### src/rtl/cs_pkg.sv
package cs_pkg;
  localparam int ADDR_W = 10;
  localparam int WORD_W = 16;
  localparam int PAD_W  = 6;
  localparam int REC_W  = ADDR_W + PAD_W + WORD_W;

  typedef struct packed {
    logic openEvt;   // allocate a bank for a starting event
    logic dropEvt;   // starting event has no room
    logic writeRec;  // current card word becomes a record
    logic closeEvt;  // last card of accepted event done
  } ctrlStrobes_t;
endpackage

### src/rtl/cs_deser.sv
module cs_deser
  import cs_pkg::*;
#(
  parameter int CARDS = 16,
  localparam int IDX_W = $clog2(CARDS),
  localparam int BIT_W = $clog2(WORD_W)
) (
  input  logic              clk,
  input  logic              rstN,
  input  logic              serIn,
  input  logic              serValid,
  input  logic              evtStart,
  output logic              wordValid,
  output logic [WORD_W-1:0] wordData,
  output logic [IDX_W-1:0]  wordIdx,
  output logic              lastWord
);
  logic              inEvt;
  logic [WORD_W-1:0] shiftReg;
  logic [BIT_W-1:0]  bitCnt;
  logic [IDX_W-1:0]  cardCnt;
  logic [WORD_W-1:0] nextShift;

  assign nextShift = {shiftReg[WORD_W-2:0], serIn};

  always_ff @(posedge clk) begin
    if (!rstN) begin
      inEvt     <= 1'b0;
      shiftReg  <= '0;
      bitCnt    <= '0;
      cardCnt   <= '0;
      wordValid <= 1'b0;
      wordData  <= '0;
      wordIdx   <= '0;
      lastWord  <= 1'b0;
    end else begin
      wordValid <= 1'b0;
      if (serValid && evtStart) begin
        inEvt    <= 1'b1;
        shiftReg <= {{(WORD_W-1){1'b0}}, serIn};
        bitCnt   <= BIT_W'(1);
        cardCnt  <= '0;
      end else if (serValid && inEvt) begin
        shiftReg <= nextShift;
        bitCnt   <= bitCnt + 1'b1;
        if (bitCnt == BIT_W'(WORD_W - 1)) begin
          wordValid <= 1'b1;
          wordData  <= nextShift;
          wordIdx   <= cardCnt;
          lastWord  <= (cardCnt == IDX_W'(CARDS - 1));
          cardCnt   <= cardCnt + 1'b1;
          if (cardCnt == IDX_W'(CARDS - 1)) inEvt <= 1'b0;
        end
      end
    end
  end

  // a word needs 16 bits, so two words never come back to back
  a_r2_word_gap: assert property (@(posedge clk) disable iff (!rstN)
    wordValid |=> !wordValid);

  // no word can appear without an open event or a start
  a_r10_idle_quiet: assert property (@(posedge clk) disable iff (!rstN)
    (!inEvt && !(serValid && evtStart)) |=> !wordValid);
endmodule

### src/rtl/cs_ctrl.sv
module cs_ctrl
  import cs_pkg::*;
#(
  parameter int NBANKS = 6,
  localparam int USED_W = $clog2(NBANKS + 1)
) (
  input  logic              clk,
  input  logic              rstN,
  input  logic              serValid,
  input  logic              evtStart,
  input  logic              testMode,
  input  logic              wordValid,
  input  logic [WORD_W-1:0] wordData,
  input  logic              lastWord,
  input  logic [USED_W-1:0] bankUsed,
  output ctrlStrobes_t      strb
);
  logic accept;
  logic startNow;
  logic closeNow;
  logic spaceOk;

  always_comb begin
    startNow = serValid && evtStart;
    closeNow = wordValid && lastWord && accept;
    spaceOk  = (int'(bankUsed) + int'(closeNow)) < NBANKS;
    strb.openEvt  = startNow && spaceOk;
    strb.dropEvt  = startNow && !spaceOk;
    strb.closeEvt = closeNow;
    strb.writeRec = wordValid && accept && (testMode || (|wordData));
  end

  always_ff @(posedge clk) begin
    if (!rstN)         accept <= 1'b0;
    else if (startNow) accept <= spaceOk;
    else if (closeNow) accept <= 1'b0;
  end

  // an event is dropped only when every bank is taken after this cycle's close
  a_r7_drop_only_full: assert property (@(posedge clk) disable iff (!rstN)
    strb.dropEvt |-> (int'(bankUsed) + int'(strb.closeEvt)) == NBANKS);

  // in normal mode a zero word never becomes a record
  a_r3_zero_dropped: assert property (@(posedge clk) disable iff (!rstN)
    (wordValid && !testMode && wordData == '0) |-> !strb.writeRec);
endmodule

### src/rtl/cs_bank_store.sv
module cs_bank_store
  import cs_pkg::*;
#(
  parameter int CARDS  = 16,
  parameter int NBANKS = 6,
  parameter int DEPTH  = 4,
  parameter int LOST_W = 8,
  localparam int IDX_W  = $clog2(CARDS),
  localparam int BANK_W = $clog2(NBANKS),
  localparam int SLOT_W = $clog2(DEPTH),
  localparam int CNT_W  = $clog2(DEPTH + 1),
  localparam int USED_W = $clog2(NBANKS + 1)
) (
  input  logic              clk,
  input  logic              rstN,
  input  ctrlStrobes_t      strb,
  input  logic [WORD_W-1:0] wordData,
  input  logic [IDX_W-1:0]  wordIdx,
  input  logic [ADDR_W-1:0] chainBase,
  input  logic              popBank,
  input  logic [SLOT_W-1:0] rdWord,
  output logic              recValid,
  output logic [REC_W-1:0]  recData,
  output logic              headValid,
  output logic [CNT_W-1:0]  headCount,
  output logic              headTrunc,
  output logic [REC_W-1:0]  rdData,
  output logic [USED_W-1:0] bankUsed,
  output logic [LOST_W-1:0] lostCount
);
  logic [BANK_W-1:0] head, tail, openSlot;
  logic [REC_W-1:0]  newRec;
  logic              popOk;

  logic [NBANKS-1:0][REC_W-1:0] bankWord;
  logic [NBANKS-1:0][CNT_W-1:0] bankCnt;
  logic [NBANKS-1:0]            bankTrunc;

  function automatic logic [BANK_W-1:0] stepBank(input logic [BANK_W-1:0] b);
    return (b == BANK_W'(NBANKS - 1)) ? '0 : b + 1'b1;
  endfunction

  assign newRec   = {chainBase + ADDR_W'(wordIdx), {PAD_W{1'b0}}, wordData};
  assign openSlot = strb.closeEvt ? stepBank(tail) : tail;
  assign popOk    = popBank && (bankUsed != '0);

  for (genvar g = 0; g < NBANKS; g++) begin : g_bank
    logic [REC_W-1:0] mem [DEPTH];
    logic [CNT_W-1:0] cnt;
    logic             trunc;
    logic             wrHere;

    assign wrHere = strb.writeRec && (tail == BANK_W'(g))
                    && !(strb.openEvt && openSlot == BANK_W'(g));

    always_ff @(posedge clk) begin
      if (!rstN) begin
        cnt   <= '0;
        trunc <= 1'b0;
      end else if (strb.openEvt && openSlot == BANK_W'(g)) begin
        cnt   <= '0;
        trunc <= 1'b0;
      end else if (wrHere) begin
        if (cnt < CNT_W'(DEPTH)) cnt <= cnt + 1'b1;
        else                     trunc <= 1'b1;
      end
    end

    always_ff @(posedge clk) begin
      if (wrHere && cnt < CNT_W'(DEPTH)) mem[cnt[SLOT_W-1:0]] <= newRec;
    end

    assign bankWord[g]  = mem[rdWord];
    assign bankCnt[g]   = cnt;
    assign bankTrunc[g] = trunc;

    // a bank never holds more than its depth
    a_r6_count_bound: assert property (@(posedge clk) disable iff (!rstN)
      cnt <= CNT_W'(DEPTH));
  end

  always_ff @(posedge clk) begin
    if (!rstN) begin
      head      <= '0;
      tail      <= '0;
      bankUsed  <= '0;
      lostCount <= '0;
      recValid  <= 1'b0;
      recData   <= '0;
    end else begin
      if (strb.closeEvt) tail <= stepBank(tail);
      if (popOk)         head <= stepBank(head);
      bankUsed <= bankUsed + USED_W'(strb.closeEvt) - USED_W'(popOk);
      if (strb.dropEvt) lostCount <= lostCount + 1'b1;
      recValid <= strb.writeRec;
      if (strb.writeRec) recData <= newRec;
    end
  end

  assign headValid = (bankUsed != '0);
  assign headCount = bankCnt[head];
  assign headTrunc = bankTrunc[head];
  assign rdData    = bankWord[head];

  // occupancy stays within the bank count
  a_r5_used_bound: assert property (@(posedge clk) disable iff (!rstN)
    bankUsed <= USED_W'(NBANKS));

  // each dropped event advances the lost counter by one
  a_r7_lost_step: assert property (@(posedge clk) disable iff (!rstN)
    strb.dropEvt |=> lostCount == $past(lostCount) + {{(LOST_W-1){1'b0}}, 1'b1});

  // a pop on an occupied buffer without a close frees one bank
  a_r8_pop_frees: assert property (@(posedge clk) disable iff (!rstN)
    (popBank && bankUsed != '0 && !strb.closeEvt) |=> bankUsed == $past(bankUsed) - 1'b1);

  // padding bits of a streamed record are zero
  a_r1_pad_zero: assert property (@(posedge clk) disable iff (!rstN)
    recValid |-> recData[WORD_W +: PAD_W] == '0);
endmodule

### src/rtl/chain_suppressor.sv
module chain_suppressor
  import cs_pkg::*;
#(
  parameter int CARDS  = 16,
  parameter int NBANKS = 6,
  parameter int DEPTH  = 4,
  parameter int LOST_W = 8,
  localparam int IDX_W  = $clog2(CARDS),
  localparam int SLOT_W = $clog2(DEPTH),
  localparam int CNT_W  = $clog2(DEPTH + 1),
  localparam int USED_W = $clog2(NBANKS + 1)
) (
  input  logic              clk,
  input  logic              rstN,
  input  logic              serIn,
  input  logic              serValid,
  input  logic              evtStart,
  input  logic              testMode,
  input  logic [ADDR_W-1:0] chainBase,
  input  logic              popBank,
  input  logic [SLOT_W-1:0] rdWord,
  output logic              recValid,
  output logic [REC_W-1:0]  recData,
  output logic              headValid,
  output logic [CNT_W-1:0]  headCount,
  output logic              headTrunc,
  output logic [REC_W-1:0]  rdData,
  output logic [USED_W-1:0] bankUsed,
  output logic [LOST_W-1:0] lostCount
);
  logic              wordValid;
  logic [WORD_W-1:0] wordData;
  logic [IDX_W-1:0]  wordIdx;
  logic              lastWord;
  ctrlStrobes_t      strb;

  cs_deser #(.CARDS(CARDS)) u_deser (
    .clk(clk), .rstN(rstN), .serIn(serIn), .serValid(serValid),
    .evtStart(evtStart), .wordValid(wordValid), .wordData(wordData),
    .wordIdx(wordIdx), .lastWord(lastWord)
  );

  cs_ctrl #(.NBANKS(NBANKS)) u_ctrl (
    .clk(clk), .rstN(rstN), .serValid(serValid), .evtStart(evtStart),
    .testMode(testMode), .wordValid(wordValid), .wordData(wordData),
    .lastWord(lastWord), .bankUsed(bankUsed), .strb(strb)
  );

  cs_bank_store #(.CARDS(CARDS), .NBANKS(NBANKS), .DEPTH(DEPTH), .LOST_W(LOST_W)) u_store (
    .clk(clk), .rstN(rstN), .strb(strb), .wordData(wordData), .wordIdx(wordIdx),
    .chainBase(chainBase), .popBank(popBank), .rdWord(rdWord),
    .recValid(recValid), .recData(recData), .headValid(headValid),
    .headCount(headCount), .headTrunc(headTrunc), .rdData(rdData),
    .bankUsed(bankUsed), .lostCount(lostCount)
  );
endmodule

### config.mk
export PLATFORM = sky130hd
export DESIGN_NAME = chain_suppressor
export DESIGN_NICKNAME = d
export VERILOG_FILES = /design/src/rtl/cs_pkg.sv /design/src/rtl/cs_deser.sv /design/src/rtl/cs_ctrl.sv /design/src/rtl/cs_bank_store.sv /design/src/rtl/chain_suppressor.sv
export SDC_FILE = /design/constraint.sdc
export NUM_CORES = 1
export LEC_CHECK = 0
export BUFFER_PORTS_ARGS = -buffer_cell sky130_fd_sc_hd__buf_2
export CAP_MARGIN = 40
export CORE_MARGIN = 1.5
export CORE_UTILIZATION = 23
export DETAILED_ROUTE_END_ITERATION = 10
export GPL_TIMING_DRIVEN = 0
export HOLD_SLACK_MARGIN = 0.1
export PLACE_DENSITY = 0.39
export SLEW_MARGIN = 20
export SYNTH_ARGS = -nofsm -noshare
export SYNTH_HDL_FRONTEND = slang
export SYNTH_SLANG_ARGS = --single-unit
### constraint.sdc
create_clock -name clk -period 8.3 [get_ports clk]
set_clock_uncertainty 0.2 [all_clocks]
set_input_delay 1.66 -clock clk [delete_from_list [all_inputs] [get_ports clk]]
set_output_delay 1.66 -clock clk [all_outputs]
set_load 0.1 [all_outputs]
* Word level (Yosys, flattened, before mapping)
Memory sizes are Yosys's and may differ from the RTL's.
Index checks and enable logic that the tools add are counted.
** Word-level totals
- Input port bits :: 19
- Memory bits (read-only) :: 0
- Latch bits :: 0
- Output and inout port bits :: 81
- Memory bits (writable) :: 624
- Logic and storage cells :: 184
- Memories kept :: 6
- Register bits :: 115
** Operators by class
- Bitwise gates (word level) :: 9
- $lt $le $gt $ge :: 8
- Equal/unequal tests :: 13
- Mux-type cells :: 32
- Multiply operators :: 0
- Divide/modulo/power cells :: 0
- $add $sub $neg :: 15
- Shift operators :: 0
- Reduce and logical (&&, ||, !) cells :: 72
** Memory list
- u_store.g_bank[0].mem :: words 4, width 26, rd ports 1, clocked after Yosys merged registers in 0, wr ports 1, line cs_bank_store.sv:48 : logic [REC_W-1:0] mem [DEPTH];
- u_store.g_bank[1].mem :: words 4, width 26, rd ports 1, clocked after Yosys merged registers in 0, wr ports 1, line cs_bank_store.sv:48
- u_store.g_bank[2].mem :: words 4, width 26, rd ports 1, clocked after Yosys merged registers in 0, wr ports 1, line cs_bank_store.sv:48
- u_store.g_bank[3].mem :: words 4, width 26, rd ports 1, clocked after Yosys merged registers in 0, wr ports 1, line cs_bank_store.sv:48
- u_store.g_bank[4].mem :: words 4, width 26, rd ports 1, clocked after Yosys merged registers in 0, wr ports 1, line cs_bank_store.sv:48
- u_store.g_bank[5].mem :: words 4, width 26, rd ports 1, clocked after Yosys merged registers in 0, wr ports 1, line cs_bank_store.sv:48
** Operators by type and width (count)
- binary-select mux 32 bit (select 3 bit) :: 1
- logical AND 1 bit :: 33
- less-than comparator 32 x 4 -> 1 bit, second input constant :: 1
- 2-to-1 mux 32 bit :: 1
- AND reduction 2 bit :: 13
- adder 3 x 1 -> 3 bit, second input constant :: 8
- 2-to-1 mux 1 bit :: 24
- less-than comparator 3 bit, second input constant :: 6
- OR reduction 16 bit :: 1
- == test 3 bit, second input constant :: 5
- OR reduction 2 bit :: 7
- == test 3 x 2 -> 1 bit, second input constant :: 4
- 2-to-1 mux 3 bit :: 4
- adder 10 x 4 -> 10 bit :: 1
- binary-select mux 3 bit (select 3 bit) :: 1
- inverter 1 bit :: 9
- adder 4 x 1 -> 4 bit, second input constant :: 2
- adder 8 x 1 -> 8 bit, second input constant :: 1
- == test 4 bit, second input constant :: 2
- nonzero test 2 bit :: 4
- logical NOT 1 bit :: 7
- == test 3 x 1 -> 1 bit, second input constant :: 2
- logical NOT 3 bit :: 2
- AND reduction 3 bit :: 2
- 8 further kinds :: 8

* Logic depth before layout (Yosys ltp)
- Word-level depth :: 11
- Depth in mapped cells :: 8

* Hierarchy
From an unflattened synthesis, not the netlist that was laid out.
** Second synthesis, totals
- Cells, all modules :: 1644
- Area total of the unflattened synthesis :: 29354.4 um2
** Modules (own cells, without submodules)
- cs_bank_store :: area each 27383.8 um2, seq. area each 20099.3 um2, cells each 1416, times used 1
- cs_deser :: area each 1805.5 um2, seq. area each 920.9 um2, cells each 207, times used 1
- cs_ctrl :: area each 165.2 um2, seq. area each 20.0 um2, cells each 21, times used 1

* Worst setup path after synthesis
Ideal clock, no wire load.
- Path type :: input port to output port
- Start :: input port rdWord[0]
- End :: output port rdData[10]
- Path buffers :: 3
- Data arrival time :: 4.769 ns
- Stages on the path :: 6
- Slack :: 1.671 ns
- Cell sequence :: clkbuf_1 > buf_2 > buf_2 > mux4_2 > mux2i_1 > o21ai_0
** On the way
- Longest elaborated chain between the ends :: 3
- Elaborated cells on any way between the ends :: 8
- Those cells by class :: mux (2); memory (6)
** RTL lines
- from (decl) :: line chain_suppressor.sv:21 : input logic [SLOT_W-1:0] rdWord,
- memory read (4 x 26 bit)
- binary-select mux 32 bit (select 3 bit) (*) :: line cs_bank_store.sv:103 : assign rdData = bankWord[head];
- 2-to-1 mux 32 bit (not written as such) (*) :: line cs_bank_store.sv:103
- to (decl) :: line chain_suppressor.sv:27 : output logic [REC_W-1:0] rdData,
Mark *: on every way between the ends. The rest lies on a longest branch, timed or not. The select of a mux whose other input is x is not followed.

* Worst setup path in the final report
- Start :: input port rdWord[0]
- End :: output port rdData[0]
Same word-level chain as after synthesis.

==> impl_metrics.json <==
{
  "root_buffer": "clkbuf_16",
  "final_common_cell": "edfxtp_1",
  "vias_per_cell": 4.34,
  "clock_path_buffers": 3,
  "yosys-mux-area-fraction_pct": 15.9,
  "cts_resized": 0,
  "max_freq_mhz": 153,
  "row_count": 130,
  "relSlewSlack_pct": 42.7,
  "overflow": 0,
  "die_w_um": 360,
  "postCtsSetupBuffers": 0,
  "synth-xor-area-share_pct": 0.688,
  "design_area_um2": 35600,
  "setup_viol_count_final": 0,
  "syn2layout_area_growth_pct": 21.8,
  "yosysWarnings": 0,
  "required_ns": 6.44,
  "dpl_cell_area_um2": 32800,
  "clock_latency_ns": 0.65,
  "nets": 1936,
  "yosys.area_share.simple_pct": 4.33,
  "cts_tree": "yes",
  "portBuffers": 85,
  "syn_avg_cell_area_um2": 18.0,
  "yosysUniqueCellTypes": 57,
  "grt_pass1_vias": 16435,
  "dp.cells": 3432,
  "htree_levels": 3,
  "ys_seq_elements": 739,
  "run_status": "complete, no violations",
  "synth_edf_count": 624,
  "synth_compound_area_share_pct": 3.65,
  "yosysSeqAreaShare_pct": 71.9,
  "drive_gt1_share_pct": 27.2,
  "post_layout_nonfiller_instances": 3598,
  "core_area_um2": 126000,
  "slew_violations": 0,
  "wl_per_cell_um": 23.0,
  "finalPower_w": 0.00877,
  "clock-sinks": 739,
  "cts_buffers": 84,
  "clk_pin_slew_ns": 0.06,
  "dp_hpwl_mm": 57.1,
  "cp-end-kind": "output port",
  "dieArea_um2": 129000,
  "crit_type": "input pin to output port",
  "grt_max_degree": 29,
  "gr-usage-all-layers_pct": 12.6,
  "cp_max_fo": 10,
  "die_h_um": 360,
  "dr_total_vias": 15617,
  "synth_adder_area_share_pct": 1.68,
  "synth_top_family_by_area": "multiplexers",
  "post-route-period-util_pct": 78.5,
  "period_minus_slack_ns": 6.52,
  "dr.pass1.iters": 5,
  "rsz0062_at_grt": "false",
  "async_flop_share_pct": 0,
  "postRouteAntennaNets": 0,
  "worstMarginPinSlew_ns": 0.850,
  "drc_errors": 0,
  "powerDensity_nw_per_um2": 246,
  "syn_area_um2": 29300,
  "wl_mm": 82.9,
  "ir_drop_mv": 0.210,
  "final_hold_viol_count": 0,
  "io_pins": 100,
  "fin_setup_tns_ns": 0,
  "holdWs_ns": 0.260,
  "arrival_ns": 4.66,
  "syn_inst": 1627,
  "cp-start-kind": "input pin",
  "grt_pass1_wl_mm": 118,
  "synthFlopType": "edfxtp_1",
  "drv_cap": 0,
  "holdCritPathClass": "register to register",
  "leakage_nw": 12.2,
  "gp_congestion": 0.776,
  "drt_iter0_drc": 1149,
  "hold_buffers": 0,
  "floorplan.initialDensity_pct": 23.3,
  "antenna_found_initial": 3,
  "final_cell_mix": "624 x edfxtp_1, 160 x mux4_2, 117 x buf_2"
}
[cells by family (layout without fill, tap and decap cells)]
logic type / Yosys count / count (layout)
adders and majority gates: 38 / 38
AOI/OAI and AO/OA: 169 / 169
muxes: 264 / 264
buffers and inverters: 126 / 435
xor gates and xnor gates: 23 / 23
other: 1 / 13
and+or+nand+nor: 267 / 267
DFF: 739 / 739
[per-layer routing]
metal,wire length (um),vias to the layer above,GRT usage (%)
met4,2240,0,4.31
met3,3050,118,1.86
met2,40300,323,21.1
li1,-,6933,-
met5,0,-,0
met1,37300,8243,16.7
[path summary, 6_finish.rpt]
path / slack, ns / startpoint / cells past startpoint / to
setup reg to reg: 4.50 / u_deser.wordData[10] / 9 / u_store.g_bank[1].mem[3][6]
setup / recovery: 1.78 / rdWord[0] / 7 / rdData[0]
hold reg to reg: 0.26 / u_store.recData[7] / 2 / u_store.recData[7]
hold / removal: 0.26 / u_store.recData[7] / 2 / u_store.recData[7]
[metrics by stage]
stage / util (%) / setup slack, ns
2_1_floorplan: - / 1.67
3_3_place_gp: 25.3 / -0.417
3_5_place_dp: 26.0 / 1.72
4_1_cts: 28.2 / 1.72
5_1_grt: 28.3 / 1.64
6_report: 28.3 / 1.78
[registers in the layout (all words and copies together) (netlist names), 3 cells and up]
name and flops:
u_store.g_bank.cnt 18, u_deser.bitCnt 4, u_deser.wordData 16, u_store.lostCount 8, u_store.g_bank.mem 624, u_store.tail 3, u_deser.cardCnt 4, u_deser.wordIdx 4
u_store.g_bank.trunc 6, u_store.recData 26, u_store.head 3, u_deser.shiftReg 15, u_store.bankUsed 3
[where the power goes]
| group | internal (W) | switching [W] | total (W) |
|---|---|---|---|
| Combinational | 0.000252 | 0.000843 | 0.00109 |
| Clock | 0.00216 | 0.00151 | 0.00366 |
| Sequential | 0.00400 | 0.0000153 | 0.00401 |
| Total | 0.00641 | 0.00236 | 0.00877 |
[Yosys cell counts (9+ instances only)]
cell      number  area share (%)
buf_1          9            0.12
clkbuf_1      44            0.56
o21ai_0       39            0.67
nor2_1        62            0.80
mux2i_1      104             3.6
buf_2         28            0.48
nand2_1      104             1.3
nor4_1        12            0.26
mux4_2       160              12
dfxtp_1      115             7.9
ha_1          36             1.5
xnor2_1       15            0.45
nand3_1       15            0.26
o22a_1        26            0.78
inv_1         32            0.41
and2_1        16            0.34
buf_4         12            0.31
and3_1        15            0.32
a21oi_1       65             1.1
edfxtp_1     624              64
[worst max-delay path: stages]
cell and delay, ns:
clkbuf_1 0.24, buf_2 0.45, buf_2 0.51, mux4_2 0.56, mux2i_1 0.36, o21ai_0 0.41
buf_2 0.44
[cell type report]
type	count	area, um2
multi-input combinational	773	7820
timing repair buffer	155	1420
clock inverter	40	327
antenna	1	2.50
fill	12640	90300
sequential	739	21000
tap	1650	2060
buffer	93	430
clock buffer	114	2400
inverter	33	124
Power figures use the tool's default switching activity.
